$ cat src/rtl/rc_pkg.sv
package rc_pkg;
  typedef enum logic [1:0] {
    SHAPE_EDGE   = 2'b00,
    SHAPE_TRI_DN = 2'b01,
    SHAPE_TRI_UP = 2'b10,
    SHAPE_TRI_BO = 2'b11
  } shape_e;

  function automatic logic is_tri(input logic [1:0] m);
    return m != SHAPE_EDGE;
  endfunction
endpackage

$ cat src/rtl/rc_prescaler.sv
module rc_prescaler #(
  parameter int PSC_W = 16
) (
  input  logic             clk,
  input  logic             rst,
  input  logic             run_i,
  input  logic             restart_i,
  input  logic             load_i,
  input  logic [PSC_W-1:0] psc_pre_i,
  output logic             step_o
);
  logic [PSC_W-1:0] pc_q;
  logic [PSC_W-1:0] ratio_q;
  logic             at_end;

  assign at_end = pc_q >= ratio_q;
  assign step_o = run_i & at_end & ~restart_i;

  always_ff @(posedge clk) begin
    if (rst) begin
      pc_q    <= '0;
      ratio_q <= '0;
    end else begin
      if (restart_i)   pc_q <= '0;
      else if (run_i)  pc_q <= at_end ? '0 : pc_q + 1'b1;
      if (load_i) ratio_q <= psc_pre_i;
    end
  end
endmodule

$ cat src/rtl/rc_core.sv
module rc_core
  import rc_pkg::*;
#(
  parameter int CNT_W = 16
) (
  input  logic             clk,
  input  logic             rst,
  input  logic             step_i,
  input  logic             restart_i,
  input  logic             dir_i,
  input  logic [1:0]       cmode_i,
  input  logic             upd_dis_i,
  input  logic [CNT_W-1:0] period_pre_i,
  output logic             upd_o,
  output logic [CNT_W-1:0] cnt_o,
  output logic             dir_o,
  output logic             ovf_o,
  output logic             unf_o
);
  logic [CNT_W-1:0] cnt_q, cnt_n, arr_q;
  logic             hd_q, hd_n, ovf_c, unf_c, tri_m;

  assign tri_m = is_tri(cmode_i);

  always_comb begin
    cnt_n = cnt_q;
    hd_n  = tri_m ? hd_q : dir_i;
    ovf_c = 1'b0;
    unf_c = 1'b0;
    if (restart_i) begin
      cnt_n = (!tri_m && dir_i) ? period_pre_i : '0;
      hd_n  = tri_m ? 1'b0 : dir_i;
    end else if (step_i) begin
      if (!tri_m) begin
        if (!dir_i) begin
          if (cnt_q >= arr_q) begin
            cnt_n = '0;
            ovf_c = 1'b1;
          end else cnt_n = cnt_q + 1'b1;
        end else begin
          if (cnt_q == '0) begin
            cnt_n = upd_dis_i ? arr_q : period_pre_i;
            unf_c = 1'b1;
          end else cnt_n = cnt_q - 1'b1;
        end
      end else if (!hd_q) begin
        if (arr_q == '0) begin
          cnt_n = '0;
          ovf_c = 1'b1;
        end else if (cnt_q >= arr_q - 1'b1) begin
          cnt_n = arr_q;
          ovf_c = 1'b1;
          hd_n  = 1'b1;
        end else cnt_n = cnt_q + 1'b1;
      end else begin
        if (cnt_q <= CNT_W'(1)) begin
          cnt_n = '0;
          unf_c = 1'b1;
          hd_n  = 1'b0;
        end else cnt_n = cnt_q - 1'b1;
      end
    end
  end

  assign upd_o = restart_i | ((ovf_c | unf_c) & ~upd_dis_i);

  always_ff @(posedge clk) begin
    if (rst) begin
      cnt_q <= '0;
      arr_q <= '0;
      hd_q  <= 1'b0;
      ovf_o <= 1'b0;
      unf_o <= 1'b0;
    end else begin
      cnt_q <= cnt_n;
      hd_q  <= hd_n;
      ovf_o <= ovf_c;
      unf_o <= unf_c;
      if (upd_o) arr_q <= period_pre_i;
    end
  end

  assign cnt_o = cnt_q;
  assign dir_o = hd_q;
endmodule

$ cat src/rtl/rc_flag.sv
module rc_flag (
  input  logic clk,
  input  logic rst,
  input  logic upd_i,
  input  logic quiet_i,
  input  logic clr_i,
  output logic uev_o,
  output logic uif_o
);
  logic set_c;
  assign set_c = upd_i & ~quiet_i;

  always_ff @(posedge clk) begin
    if (rst) begin
      uev_o <= 1'b0;
      uif_o <= 1'b0;
    end else begin
      uev_o <= upd_i;
      uif_o <= set_c | (uif_o & ~clr_i);
    end
  end
endmodule

$ cat src/rtl/reload_counter.sv
module reload_counter #(
  parameter int CNT_W = 16,
  parameter int PSC_W = 16
) (
  input  logic             clk,
  input  logic             rst,
  input  logic             tick_i,
  input  logic             en_i,
  input  logic             dir_i,
  input  logic [1:0]       cmode_i,
  input  logic             upd_dis_i,
  input  logic             urs_i,
  input  logic             swupd_i,
  input  logic [CNT_W-1:0] period_pre_i,
  input  logic [PSC_W-1:0] psc_pre_i,
  input  logic             flag_clr_i,
  output logic [CNT_W-1:0] cnt_o,
  output logic             dir_o,
  output logic             uev_o,
  output logic             uif_o,
  output logic             ovf_o,
  output logic             unf_o
);
  logic en_q, step, upd;

  always_ff @(posedge clk) begin
    if (rst) en_q <= 1'b0;
    else     en_q <= en_i;
  end

  rc_prescaler #(.PSC_W(PSC_W)) u_psc (
    .clk(clk), .rst(rst), .run_i(en_q & tick_i), .restart_i(swupd_i),
    .load_i(upd), .psc_pre_i(psc_pre_i), .step_o(step)
  );

  rc_core #(.CNT_W(CNT_W)) u_core (
    .clk(clk), .rst(rst), .step_i(step), .restart_i(swupd_i), .dir_i(dir_i),
    .cmode_i(cmode_i), .upd_dis_i(upd_dis_i), .period_pre_i(period_pre_i),
    .upd_o(upd), .cnt_o(cnt_o), .dir_o(dir_o), .ovf_o(ovf_o), .unf_o(unf_o)
  );

  rc_flag u_flag (
    .clk(clk), .rst(rst), .upd_i(upd), .quiet_i(swupd_i & urs_i),
    .clr_i(flag_clr_i), .uev_o(uev_o), .uif_o(uif_o)
  );
endmodule

$ cat config.mk
export PLATFORM = sky130hd
export DESIGN_NAME = reload_counter
export DESIGN_NICKNAME = d
export VERILOG_FILES = /design/src/rtl/rc_pkg.sv /design/src/rtl/rc_prescaler.sv /design/src/rtl/rc_core.sv /design/src/rtl/rc_flag.sv /design/src/rtl/reload_counter.sv
export SDC_FILE = /design/constraint.sdc
export NUM_CORES = 1
export LEC_CHECK = 0
export ABC_AREA = 1
export BUFFER_PORTS_ARGS = -buffer_cell sky130_fd_sc_hd__clkbuf_2
export CORE_MARGIN = 2
export CORE_UTILIZATION = 40
export CTS_CLUSTER_DIAMETER = 80
export DETAILED_ROUTE_END_ITERATION = 7
export GPL_ROUTABILITY_DRIVEN = 0
export HOLD_SLACK_MARGIN = 0.15
export SYNTH_ARGS = -nofsm -noshare
export SYNTH_HDL_FRONTEND = slang
export SYNTH_SLANG_ARGS = --single-unit
$ cat constraint.sdc
create_clock -name clk -period 4.25 [get_ports clk]
set_input_delay 0.85 -clock clk [delete_from_list [all_inputs] [get_ports clk]]
set_output_delay 0.85 -clock clk [all_outputs]
set_load 0.02 [all_outputs]
Word-level counts from Yosys, hierarchy flattened
Cells that the tools add are included.
{ "word_totals": {"ff_bits": 70, "input_bits": 43, "word_cells": 76} }
{ "classes": {"n_addsub": 4, "order_cmp": 4, "mux": 37, "bitwise": 14, "reduce_logical": 7} }
{ "op_table": {"columns": ["op", "n"], "rows": [
  ["$mux W16", 13],
  ["$ge A16 B16 Y1", 3],
  ["$add A16 B1 Y16 const B", 2],
  ["$logic_not A16 Y1", 2],
  ["$sub A16 B1 Y16 const B", 2],
  ["$mux W1", 24],
  ["$le A16 B1 Y1 const B", 1],
  ["$and A1 B1 Y1", 7],
  ["$not A1 Y1", 4],
  ["$reduce_bool A2 Y1", 2],
  ["$or A1 B1 Y1", 3],
  ["$reduce_or A2 Y1", 1],
  ["$logic_and A1 B1 Y1", 1],
  ["$logic_not A1 Y1", 1]
]} }

Logic depth before layout (Yosys ltp)
{ "logic_depth": {"ltp_word": 13, "depth_mapped": 25, "ltp_nobuf": 23} }

Cells and area by module
From an unflattened synthesis, not the netlist that was laid out.
{ "unflattened": {"hier_cells": 993, "area_unflattened_um2": 6341.1} }
{ "modules_own_cells": {"columns": ["mod", "instances", "cells_each", "area_per_inst_um2"], "rows": [
  ["rc_core", 1, 745, 4438.0],
  ["rc_prescaler", 1, 231, 1780.5],
  ["rc_flag", 1, 10, 77.6],
  ["reload_counter", 1, 7, 45.0]
]} }

Least setup slack after synthesis
Ideal clock, no wire load.
{ "synth_path": {"path_type": "reg-to-reg", "start": "register u_core.arr_q[0]", "end": "register u_core.cnt_q[5], in the netlist u_core.cnt_o[5]", "t_arrival_ns": 3.176, "required_time_ns": 4.131, "slack_ns": 0.955, "path_stages_with_launch": 21, "path_buffers": 1, "period_less_slack_ns": 3.295, "path_cell_list": "dfxtp_1 > inv_1 > nand3_1 > nor3_1 > nand3_1 > nor3_2 > nand3_1 > nor3_1 > xor2_1 > inv_1 > ha_1 > a21oi_1 > o21ai_0 > nor2_1 > nand3_1 > clkbuf_1 > or2_2 > nand4_1 > nand3_1 > nand2_1 > a21oi_1"} }
{ "synth_between": {"elab_chain_cells": 8} }
{ "synth_lines": {"columns": ["element", "line", "text"], "rows": [
  ["start, declared", "rc_core.sv:20", "logic [CNT_W-1:0] cnt_q, cnt_n, arr_q;"],
  ["start signal, assigned", "rc_core.sv:79", "if (upd_o) arr_q <= period_pre_i;"],
  ["$sub A16 B1 Y16", "rc_core.sv:50", "end else if (cnt_q >= arr_q - 1'b1) begin"],
  ["$ge A16 B16 Y1", "rc_core.sv:50", null],
  ["$mux W16", "rc_core.sv:50", null],
  ["$mux W16", "rc_core.sv:47", "if (arr_q == '0) begin"],
  ["$mux W16", "rc_core.sv:46", "end else if (!hd_q) begin"],
  ["$mux W16 *", "rc_core.sv:34", "if (!tri_m) begin"],
  ["$mux W16 *", "rc_core.sv:33", "end else if (step_i) begin"],
  ["$mux W16 *", "rc_core.sv:30", "if (restart_i) begin"],
  ["end signal, assigned", "rc_core.sv:75", "cnt_q <= cnt_n;"],
  ["end, declared", "rc_core.sv:20", null]
]} }
Every way passes the cells marked *; elsewhere a longest branch is shown, timed or not. The select of a mux whose other input is x is not followed.
A chain may end at the register's enable or synchronous reset.

Final worst setup path
Ends and elaborated chain as after synthesis.

==> results.md <==
CTS:
- The CTS tree is built.
- The library cell used as clock root buffer is clkbuf_16.
- The maximum count of clock buffers along a single path is 2.
- In this run, post-CTS repair resized a total of 0 instances.
- Hold repair after CTS inserted 0 buffers.
- The number of buffers created by CTS is 9.
- Clock latency on the worst-skew pair, taken at its later pin, is 350 ps.
- The total number of clock tree sinks is 70.
- The H-tree was split into 3 levels.
- Once the clock tree was built, the setup fixing pass inserted 0 buffers.
- Clock-pin slew was measured on the worst setup and hold paths at approximately 60 ps.

Timing:
- Setup violations remaining at the end of the flow were counted as 0.
- The post-route minimum period is around 3800 ps.
- Across the routed clock network, the largest skew measured is around 8.0 ps.
- The sum of negative setup slack is 0 ps.
- The tightest hold path in the finished design has a slack of about 520 ps.
- The slew at the pin closest to its max-slew limit is 902 ps.
- The count of pins over their slew limit is 0.
- Measured against its own limit, the worst slew margin works out to 0.396.
- Setup repair after global routing left no endpoint under its margin.
- The total count of hold-check failures in the final report is 0.
- For this run, the top clock speed supported by timing is between 0.2 and 0.3 GHz.
- In the finished design, the share of the clock period the worst path needs comes to 0.903.

Setup path:
- The biggest fanout along the worst timing path is 9.
- The startpoint type of the worst setup path is a register.
- The type of the worst setup path is register to register.
- For this design, the slowest cell found on the critical path is dfxtp_1.
- The largest single stage delay on the critical path is around 310 ps.
- STA puts the critical path data arrival time at 4080 ps.
- The most frequent cell on the critical path is nand3_1.
- The signal on the critical path passes through inv_1 > nand3_1 > nor3_2 > nand3_1 > nor3_2 > nand3_1 > nor3_1 > xor2_1 > inv_1 > ha_1 > a21oi_1 > o21ai_0 > nor2_2 > nand3_1 > buf_4 > or2_2 > nand4_1 > nand3_1 > nand2_1 > a21oi_1.
- The element type at the critical path end is a register.
- The data required time at the worst endpoint is approximately 4500 ps.

Drt:
- The average routed wire per standard cell is ~16 um.
- The number of nets still failing antenna checks after routing is 0.
- The average vias per placed instance is 5.19.
- The violation count after the first detailed-routing iteration is between 500 and 600.
- The via total after detailed routing is around 6600.
- Summed over all layers, the routed wires come to between 15000 and 20000 um.
- The first-pass iteration count of the detailed router is 5.
- The remaining design rule violation count is 0.

Synth:
- The synthesized area per cell is about 6.3 um^2.
- The post-synthesis net count is about 1100.
- In the synthesized netlist the async set-or-reset flop fraction comes to 0.
- In this run, synthesis produced a sequential element count of 70.
- For this run, the number of Yosys warnings is 0.
- Synthesis handed over a netlist of slightly above 1000 instances.
- The count of flip-flops with a built-in enable after synthesis is 0.
- The synthesized netlist contains 43 unique library cells.
- The synthesized netlist occupies a cell area of around 6400 um^2.
- The top flip-flop cell by instance count after synthesis is dfxtp_1.
- The share of the yosys chip area belonging to registers is 0.220.

Die:
- The area of the core is around 16000 um^2.
- The number of I/O pins is 64.
- The die width is 130 um.
- The die footprint is approximately 17000 um^2.
- For this configuration, the core starts out at a cell density of 0.405.
- The row count is between 40 and 50.
- The floorplan die height is about 130 um.

Finish:
- The number of inserted diodes is 0.
- In the final layout, the multi-input gates occupy between 4000 and 5000 um^2.
- The sequential cell area in the final layout is approximately 1400 um^2.
- The most common library cell in the layout ignoring fill and taps is nand2_1.
- In the final design database the tool counted between 1000 and 1500 nets.
- Leaving out fill and tap cells, the most frequent cells in the layout are nand2_1, nor2_1, inv_1, a21oi_1, nand3_1.
- The number of fill cells in the layout is ~1700.
- After routing the design area is 7160 um^2.
- Of the cells placed in the final design, the portion with a size suffix greater than 1 is 0.118.
- The post-route non-filler standard cell count is ~1300.
- From synthesis to final layout, the design area changed by 12.6%.

Placement:
- Detailed placement finished with a half-perimeter wire length of about 15000 um.
- In this run the tool buffered the top-level ports with 63 buffer cells.
- After detailed placement, the design holds a cell count of 1257.
- The placed instance area is between 6000 and 7000 um^2.

Power:
- The power per standard cell area is around 330 nW/um^2.
- The maximum VDD drop is about 0.00020 V.
- The static leakage is about 0.0035 uW.

GRT:
- The number of antenna violations at the first check in global routing came to 0.
- The first global-routing pass estimated 32300 um of wire.
- Across every metal layer, demand over resource in global routing totals 0.245.
- The number of global-route vias before repair came to 6147.
- Entering global routing, the biggest net connects 66 pins.
- The global-route congestion overflow total is 0.

Hold path:
- The min-delay analysis places its worst path in the category register to register.

Job:
- Max-cap violations in this run came to 0.

Run status:
- The flow ran to the end, and the final reports show no timing, DRC or antenna violations.
worst max-delay path: cells and delay by family (launching register included):
kind,cells,cell delay [ps]
AOI/OAI and AO/OA,3,360
xor gates and xnor gates,1,160
adders and majority gates,1,300
buffers and inverters,3,420
DFF,1,310
and+or+nand+nor,12,2160
worst paths after layout:
path	startpoint	endpoint	slack [ps]	depth (start not counted)
hold reg to reg	u_psc.pc_q[0]	u_psc.pc_q[0]	520	2
hold / removal	u_psc.pc_q[0]	u_psc.pc_q[0]	520	2
setup / recovery	u_core.arr_q[0]	u_core.cnt_o[5]	410	20
setup reg to reg	u_core.arr_q[0]	u_core.cnt_o[5]	410	20
final cells by class:
type,instances,area share
flip-flops and latches,70,0.196
multi-input cells,780,0.599
clock inverters,5,0.0148
clock buffers,11,0.0325
inverters,116,0.0610
well taps,216,0.0377
repair buffers,75,0.0589
power breakdown:
| part | internal, uW | switching, uW |
|---|---|---|
| Combinational | 254 | 465 |
| Sequential | 692 | 61.0 |
| Clock | 576 | 317 |
cells by family after synthesis:
group,after synthesis,share of synthesized area
simple gates,513,0.363
compound gates,165,0.138
buf+inv,160,0.106
flops,70,0.220
fa+ha+maj,54,0.106
xor+xnor,42,0.0578
mux,6,0.00944
metal layers:
layer,up-vias,share of wire,GRT usage
met4,0,0.021,0.0759
met1,2927,0.48,0.350
met3,39,0.067,0.0418
met5,-,0,0
li1,3413,-,-
met2,233,0.43,0.377
cells in the mapped netlist (all sizes together) (3+ instances only):
cell type	count	area, um^2
nor3	20	121
or2	5	31.3
nor4	3	18.8
nor2	121	474
a21o	3	22.5
xnor2	3	26.3
buf	21	149
nor3b	3	22.5
inv	112	420
a31oi	4	25.0
dfxtp	70	1400
o21ai	46	230
nand3	107	598
clkinv	4	16.3
clkbuf	23	88.8
ha	54	676
nand2	228	861
a21oi	99	495
o211ai	8	60.1
nand4	24	165
xor2	39	342
mux2i	6	60.1
stage by stage:
stage / setup slack [ps] / power (uW) / util
after floorplan: 955 / 1270 / -
after global placement: 430 / 1470 / 0.434
after detailed placement: 333 / 1470 / 0.434
after CTS: 299 / 2370 / 0.455
after global routing: 33.1 / 2510 / 0.456
final: 411 / 2370 / 0.456
flip-flops by register name, summed over array words and instances (netlist names), 16 cells and up:
name	cells
u_core.cnt_o	16
u_psc.ratio_q	16
u_psc.pc_q	16
u_core.arr_q	16
Note: power is estimated with default switching activity, not from simulation.
